## src/rtl/hcv_pkg.sv

```systemverilog
package hcv_pkg;
    typedef enum logic [1:0] {
        ST_IDLE    = 2'd0,
        ST_MASKED  = 2'd1,
        ST_REQUEST = 2'd2
    } hcv_state_e;

    // Bit positions that the host and core software decode
    localparam int CMD_BIT  = 7;
    localparam int PEND_BIT = 2;
    localparam int EN_BIT   = 2;
endpackage

```

## src/rtl/hcv_vector_reg.sv

```systemverilog
module hcv_vector_reg #(
    parameter int          DATA_W = 8,
    parameter int          HV_W   = 5,
    parameter logic [4:0]  HV_RST = 5'h12
) (
    input  logic              clk,
    input  logic              rst_n,
    input  logic              wr,
    input  logic [HV_W-1:0]   wr_hv,
    input  logic              busy,
    output logic [HV_W-1:0]   hv,
    output logic [DATA_W-1:0] rd_word
);
    import hcv_pkg::*;

    logic load;

    // The vector is frozen while a command is outstanding
    assign load = wr && !busy;

    always_ff @(posedge clk) begin
        if (!rst_n) begin
            hv <= HV_RST[HV_W-1:0];
        end else if (load) begin
            hv <= wr_hv;
        end
    end

    always_comb begin
        rd_word          = '0;
        rd_word[HV_W-1:0] = hv;
        rd_word[CMD_BIT]  = busy;
    end
endmodule

```

## src/rtl/hcv_ctrl_reg.sv

```systemverilog
module hcv_ctrl_reg #(
    parameter int DATA_W = 8
) (
    input  logic              clk,
    input  logic              rst_n,
    input  logic              wr,
    input  logic              wr_en_bit,
    output logic              en,
    output logic              en_nxt,
    output logic [DATA_W-1:0] rd_word
);
    import hcv_pkg::*;

    always_comb begin
        en_nxt = wr ? wr_en_bit : en;
    end

    always_ff @(posedge clk) begin
        if (!rst_n) begin
            en <= 1'b0;
        end else begin
            en <= en_nxt;
        end
    end

    always_comb begin
        rd_word         = '0;
        rd_word[EN_BIT] = en;
    end
endmodule

```

## src/rtl/hcv_fsm.sv

```systemverilog
module hcv_fsm (
    input  logic clk,
    input  logic rst_n,
    input  logic start,
    input  logic en_nxt,
    input  logic ack,
    output logic pending,
    output logic req
);
    import hcv_pkg::*;

    hcv_state_e state, state_nxt;

    always_ff @(posedge clk) begin
        if (!rst_n) begin
            state <= ST_IDLE;
        end else begin
            state <= state_nxt;
        end
    end

    always_comb begin
        state_nxt = state;
        unique case (state)
            ST_IDLE: begin
                if (start) begin
                    state_nxt = en_nxt ? ST_REQUEST : ST_MASKED;  // START_REQ / START_MASKED
                end
            end
            ST_MASKED: begin
                if (ack) begin
                    state_nxt = ST_IDLE;                          // ACK_CLEAR
                end else if (en_nxt) begin
                    state_nxt = ST_REQUEST;                       // UNMASK
                end
            end
            ST_REQUEST: begin
                if (ack) begin
                    state_nxt = ST_IDLE;                          // ACK_CLEAR
                end else if (!en_nxt) begin
                    state_nxt = ST_MASKED;                        // MASK
                end
            end
            default: state_nxt = ST_IDLE;
        endcase
    end

    always_comb begin
        pending = 1'b0;
        req     = 1'b0;
        unique case (state)
            ST_IDLE:    begin pending = 1'b0; req = 1'b0; end
            ST_MASKED:  begin pending = 1'b1; req = 1'b0; end
            ST_REQUEST: begin pending = 1'b1; req = 1'b1; end
            default:    begin pending = 1'b0; req = 1'b0; end
        endcase
    end
endmodule

```

## src/rtl/hcv_addr_map.sv

```systemverilog
module hcv_addr_map #(
    parameter int HV_W   = 5,
    parameter int ADDR_W = 16
) (
    input  logic [HV_W-1:0]   hv,
    output logic [ADDR_W-1:0] vaddr
);
    localparam int SHIFTED_W = HV_W + 1;

    logic [SHIFTED_W-1:0] shifted;
    assign shifted = {hv, 1'b0};

    generate
        if (ADDR_W > SHIFTED_W) begin : g_pad
            assign vaddr = {{(ADDR_W-SHIFTED_W){1'b0}}, shifted};
        end else begin : g_trunc
            assign vaddr = shifted[ADDR_W-1:0];
        end
    endgenerate
endmodule

```

## src/rtl/host_cmd_vector.sv

```systemverilog
module host_cmd_vector #(
    parameter int         DATA_W = 8,
    parameter int         HV_W   = 5,
    parameter int         ADDR_W = 16,
    parameter logic [4:0] HV_RST = 5'h12
) (
    input  logic              clk,
    input  logic              rst_n,
    input  logic              host_wr,
    input  logic [DATA_W-1:0] host_wdata,
    output logic [DATA_W-1:0] host_rdata,
    input  logic              dsp_ctrl_wr,
    input  logic [DATA_W-1:0] dsp_ctrl_wdata,
    output logic [DATA_W-1:0] dsp_ctrl_rdata,
    output logic [DATA_W-1:0] dsp_stat_rdata,
    input  logic              irq_ack,
    output logic              irq_req,
    output logic [ADDR_W-1:0] irq_vaddr
);
    import hcv_pkg::*;

    logic            pending;
    logic            en;
    logic            en_nxt;
    logic            start;
    logic [HV_W-1:0] hv;
    logic            unused_wdata;

    assign unused_wdata = ^{host_wdata, dsp_ctrl_wdata, en};
    assign start        = host_wr && host_wdata[CMD_BIT];

    hcv_vector_reg #(.DATA_W(DATA_W), .HV_W(HV_W), .HV_RST(HV_RST)) u_vec (
        .clk     (clk),
        .rst_n   (rst_n),
        .wr      (host_wr),
        .wr_hv   (host_wdata[HV_W-1:0]),
        .busy    (pending),
        .hv      (hv),
        .rd_word (host_rdata)
    );

    hcv_ctrl_reg #(.DATA_W(DATA_W)) u_ctrl (
        .clk       (clk),
        .rst_n     (rst_n),
        .wr        (dsp_ctrl_wr),
        .wr_en_bit (dsp_ctrl_wdata[EN_BIT]),
        .en        (en),
        .en_nxt    (en_nxt),
        .rd_word   (dsp_ctrl_rdata)
    );

    hcv_fsm u_fsm (
        .clk     (clk),
        .rst_n   (rst_n),
        .start   (start),
        .en_nxt  (en_nxt),
        .ack     (irq_ack),
        .pending (pending),
        .req     (irq_req)
    );

    hcv_addr_map #(.HV_W(HV_W), .ADDR_W(ADDR_W)) u_map (
        .hv    (hv),
        .vaddr (irq_vaddr)
    );

    always_comb begin
        dsp_stat_rdata           = '0;
        dsp_stat_rdata[PEND_BIT] = pending;
    end
endmodule

```

## config.mk

```make
export PLATFORM = sky130hd
export DESIGN_NAME = host_cmd_vector
export DESIGN_NICKNAME = d
export VERILOG_FILES = /design/src/rtl/hcv_pkg.sv /design/src/rtl/hcv_vector_reg.sv /design/src/rtl/hcv_ctrl_reg.sv /design/src/rtl/hcv_fsm.sv /design/src/rtl/hcv_addr_map.sv /design/src/rtl/host_cmd_vector.sv
export SDC_FILE = /design/constraint.sdc
export NUM_CORES = 1
export LEC_CHECK = 0
export ABC_AREA = 1
export BUFFER_PORTS_ARGS = -buffer_cell sky130_fd_sc_hd__buf_2
export CORE_AREA = 2 2 59 61
export DETAILED_ROUTE_END_ITERATION = 8
export DIE_AREA = 0 0 61 63
export PLACE_DENSITY = 0.52
export SYNTH_ARGS = -nofsm -noshare
export SYNTH_HDL_FRONTEND = slang
export SYNTH_HIERARCHICAL = 1
export SYNTH_SLANG_ARGS = --single-unit
```

## constraint.sdc

```tcl
create_clock -name clk -period 1.5 [get_ports clk]
set_input_delay 0.075 -clock clk [delete_from_list [all_inputs] [get_ports clk]]
set_output_delay 0.075 -clock clk [all_outputs]
set_load 0.02 [all_outputs]
```

== Word level (Yosys, flattened, before mapping) ==
Index checks and enable logic that the tools add are counted.

* Output and inout port bits: 41
* Input port bits: 21
* Flip-flop bits (word level): 8
* Word-level logic and storage cells: 24

* Multiplexer cells: 10
* Eq/ne operators: 5
* Reduce and logical (&&, ||, !) cells: 6

{| class="wikitable"
|+ Operators by type and width
! cell !! number
|-
| 2-bit 2-to-1 mux || 6
|-
| 2-bit one-hot mux with 3 select lines || 1
|-
| 1-bit 2-to-1 mux || 3
|-
| 3-bit by 2-bit inequality test with 1-bit output, second input constant || 1
|-
| 3-bit inequality test, second input constant || 1
|-
| 3-bit AND reduction || 1
|-
| 2-bit by 1-bit == test with 1-bit output, second input constant || 1
|-
| 2-bit == test, second input constant || 1
|-
| 1-bit logical AND || 2
|-
| 2-bit zero test || 1
|-
| 2-bit inequality test, second input constant || 1
|-
| 2-bit OR reduction || 1
|-
| 1-bit zero test || 1
|}

== Longest topological paths before layout ==
* Word-level depth: 5
* Gate-level depth with buffers: 10
* Mapped depth without buffers: 10

== Cells and area by module ==
The synthesis kept the hierarchy.

{| class="wikitable"
|+ By module, submodules not included
! module !! times used !! area an instance (µm²) !! cells each !! seq. area each (µm²)
|-
| hcv_vector_reg || 1 || 269.0 || 39 || 100.1
|-
| hcv_fsm || 1 || 190.2 || 30 || 40.0
|-
| hcv_addr_map || 1 || 123.9 || 17 || 0.0
|-
| hcv_ctrl_reg || 1 || 122.6 || 19 || 20.0
|-
| host_cmd_vector || 1 || 71.3 || 11 || 0.0
|}

== Worst setup path before layout ==
Ideal clock, no wire load.

* Kind: reg-to-reg
* Start: reg u_fsm.state[0]
* End: reg u_fsm.state[0]
* Buffers on the path: 0
* Arrival: 1.054 ns
* Setup time: 0.113 ns
* Data required time: 1.387 ns
* Cell stages (with the launch flop): 7
* Period minus slack after synthesis: 1.166 ns
* Slack: 0.334 ns
* Cell sequence: dfxtp_1 > inv_1 > ha_1 > nand3_1 > nand3_2 > nor2_1 > nor2_1

* Longest elaborated chain between the ends: 3
* Elaborated cells between the ends (all ways): 8
* Those cells by class: eq/ne: 5; mux: 1; reduce/logical: 2

{| class="wikitable"
|+ RTL lines
! what !! RTL line !! text
|-
| from (decl) || hcv_fsm.sv:12 || <nowiki>hcv_state_e state, state_nxt;</nowiki>
|-
| from (signal assigned) || hcv_fsm.sv:18 || <nowiki>state <= state_nxt;</nowiki>
|-
| 2-bit == test, or another cell as far along || hcv_fsm.sv:24 || <nowiki>unique case (state)</nowiki>
|-
| 3-bit inequality test (no line), or another cell as far along || - ||
|-
| 3-bit AND reduction (no line) || - ||
|}

Several ways; a longest one is shown, not always the timed one.
A chain may end at the register's enable or synchronous reset.

== Worst setup path in the final report ==
* Start: reg u_fsm.state[0]
* End: out host_rdata[7]

* Longest elaborated chain between the ends: 3
* Elaborated cells between the ends (all ways): 4
* Those cells by class: eq/ne: 2; mux: 1; reduce/logical: 1

{| class="wikitable"
|+ RTL lines
! what !! RTL line !! text
|-
| 2-bit by 1-bit == test with 1-bit output / 2-bit == test (equally long branches) || hcv_fsm.sv:51 || <nowiki>unique case (state)</nowiki>
|-
| 2-bit OR reduction (no line) * || - ||
|-
| 1-bit 2-to-1 mux * || hcv_fsm.sv:51 ||
|-
| to (decl) || host_cmd_vector.sv:11 || <nowiki>output logic [DATA_W-1:0] host_rdata,</nowiki>
|}

Mark *: on every way between the ends. The rest lies on a longest branch, timed or not.

==> impl_metrics.json <==
{
  "ff2ff_path_depth": 6,
  "cts_tree": "yes",
  "crit_fanout": 4,
  "numPortBuffers": 25,
  "first_iter_violations": 26,
  "nFillCells": 381,
  "cp.required_ns": 1.42,
  "first_pass_iters": 4,
  "grt_usage": 0.0548,
  "max_freq_mhz": 760,
  "chipHeight_um": 63,
  "yosysWarnings": 6,
  "cts.sinks": 8,
  "yosys.cell_types.count": 13,
  "ctsHoldBuffers": 0,
  "status": "completed",
  "r2r-end": "u_vec/hv[1]$_SDFFE_PN1P_",
  "ios": 62,
  "vias": 554,
  "grt_overflow": 0,
  "die_w_um": 61,
  "worstSetupEndpointType": "output pin",
  "drc": 0,
  "clk_pin_slew_worst_paths_ns": 0.05,
  "routed_via_density": 3.20,
  "drt_wl_total_um": 1120,
  "antenna_left": 0,
  "diodes": 0,
  "nets": 154,
  "period_minus_slack_ns": 1.32,
  "rsz0062_at_grt": "false",
  "start_kind": "register",
  "grt_pass1_vias": 408,
  "dp_cells": 170,
  "layout_commonest_cell": "conb_1",
  "wire_per_inst_um": 6.48,
  "power_density_mw_per_mm2": 1790,
  "holdPathEnd": "u_vec/hv[4]$_SDFFE_PN1P_",
  "ys_seq_elements": 8,
  "final_util": 0.238,
  "dp_hpwl_um": 947,
  "drive_gt1_frac": 0.260,
  "syn_area_um2": 777,
  "skew_ns": 0.000279,
  "syn_to_final_growth_pct": -1.13,
  "min_path_cells": 3,
  "reg2reg_slack_ns": 0.20,
  "final-hold-violation-count": 0,
  "grt_pass1_wl_um": 1560,
  "setup_viol": 0,
  "cts_setup_buffers": 0,
  "finalMaxSlewViolations": 0,
  "ys_seq_area_frac": 0.206,
  "cap_violations": 0,
  "cts_buffers": 3,
  "hold_path.startpoint": "host_wdata[4]",
  "grt_max_degree": 9,
  "p_leak_nw": 0.480,
  "final_area_um2": 768,
  "layout_common_cells": "conb_1, buf_2, nand2_1",
  "place_congestion": 0.684,
  "clock_path_buffers": 2,
  "fin_cells": 173,
  "ir_drop_mv": 0.392,
  "start_util": 0.240,
  "worstSetupPathType": "reg -> out",
  "min_path_type": "in -> reg",
  "antenna_found_initial": 0,
  "cts-root-buf": "clkbuf_4",
  "setup_tns_ns": 0,
  "place_area_um2": 746,
  "period_share": 0.877,
  "whs_ns": 0.0651,
  "h-tree-depth": 1,
  "clk_latency_ns": 0.25,
  "synth_area_per_cell_um2": 6.70,
  "r2r_start": "u_fsm/state[0]$_SDFFE_PN0P_",
  "core_mm2": 0.00323,
  "synth_cells": 116,
  "die_area_mm2": 0.00384,
  "cts_resized": 0,
  "num_rows": 21,
  "worstPathArrival_ns": 1.24
}
==> logic make-up after synthesis <==
group                    count (synthesis)  synth area share
AO/OA/AOI/OAI                            2            0.0129
adder cells (fa/ha/maj)                  4            0.0644
buffers and inverters                   56             0.464
flip-flops                               8             0.206
other                                    4            0.0193
AND/OR/NAND/NOR                         42             0.234
==> synth_stat cells <==
cell      n  area (µm²)
a21oi_1   2        10.0
buf_4    40         300
conb_1    4        15.0
dfxtp_1   8         160
ha_1      4        50.1
inv_1    15        56.3
inv_2     1        3.75
nand2_1  19        71.3
nand2_2   1        6.26
nand3_1   8        40.0
nand3_2   1        10.0
nor2_1   11        41.3
nor2_2    2        12.5
==> where the power goes <==
| group | switching [W] | internal [W] | total [W] | leakage (nW) |
|---|---|---|---|---|
| clock network | 0.0000731 | 0.0000916 | 0.000165 | 0.0138 |
| logic | 0.000592 | 0.000279 | 0.000871 | 0.399 |
| registers | 0.0000523 | 0.000289 | 0.000341 | 0.0664 |
==> state kept, by name, indices dropped and copies added (netlist names) <==
signal,cells
u_fsm/state,2
u_vec/hv,5
u_ctrl/en,1
==> worst max path at each step <==
stage | from | endpoint | depth (start not counted)
after global placement | u_fsm/state[0]$_SDFFE_PN0P_ | u_vec/hv[1]$_SDFFE_PN1P_ | 6
after detailed placement | u_fsm/state[0]$_SDFFE_PN0P_ | u_vec/hv[4]$_SDFFE_PN1P_ | 6
final | u_fsm/state[0]$_SDFFE_PN0P_ | host_rdata[7] | 3
after global routing | u_fsm/state[0]$_SDFFE_PN0P_ | u_vec/hv[4]$_SDFFE_PN1P_ | 6
after floorplan | u_fsm/state[0]$_SDFFE_PN0P_ | u_fsm/state[0]$_SDFFE_PN0P_ | 6
after CTS | u_fsm/state[0]$_SDFFE_PN0P_ | dsp_stat_rdata[2] | 3
==> final cells by class <==
class                      instances  area [µm²]  area share
multi-input combinational         75         343       0.446
sequential                         8         160       0.208
timing repair buffer              25         125       0.163
inverter                          16        60.1      0.0782
tap                               46        57.6      0.0749
clock buffer                       3        22.5      0.0293
==> metrics by stage <==
stage               worst slack (ns)  power (W)
detailed placement             0.218    0.00122
floorplan                      0.334    0.00123
global route                  0.0849    0.00151
CTS                            0.170    0.00139
global placement               0.198    0.00122
finish                         0.184    0.00138
==> worst max-delay path, cell delays in order (launching register included) <==
cell,delay [ns]
dfxtp_1,0.36
inv_1,0.09
ha_1,0.36
buf_2,0.19
==> routing by layer <==
| metal | share of wire | track usage | wire (µm) | vias to the layer above |
|---|---|---|---|---|
| met5 | 0 | 0 | 0 | - |
| met4 | 0 | 0.0245 | 0 | 0 |
| met3 | 0.094 | 0.0311 | 105 | 0 |
| met2 | 0.46 | 0.0820 | 513 | 32 |
| met1 | 0.45 | 0.0622 | 501 | 226 |
| li1 | - | - | - | 296 |
(Power assumes the default switching activity.)
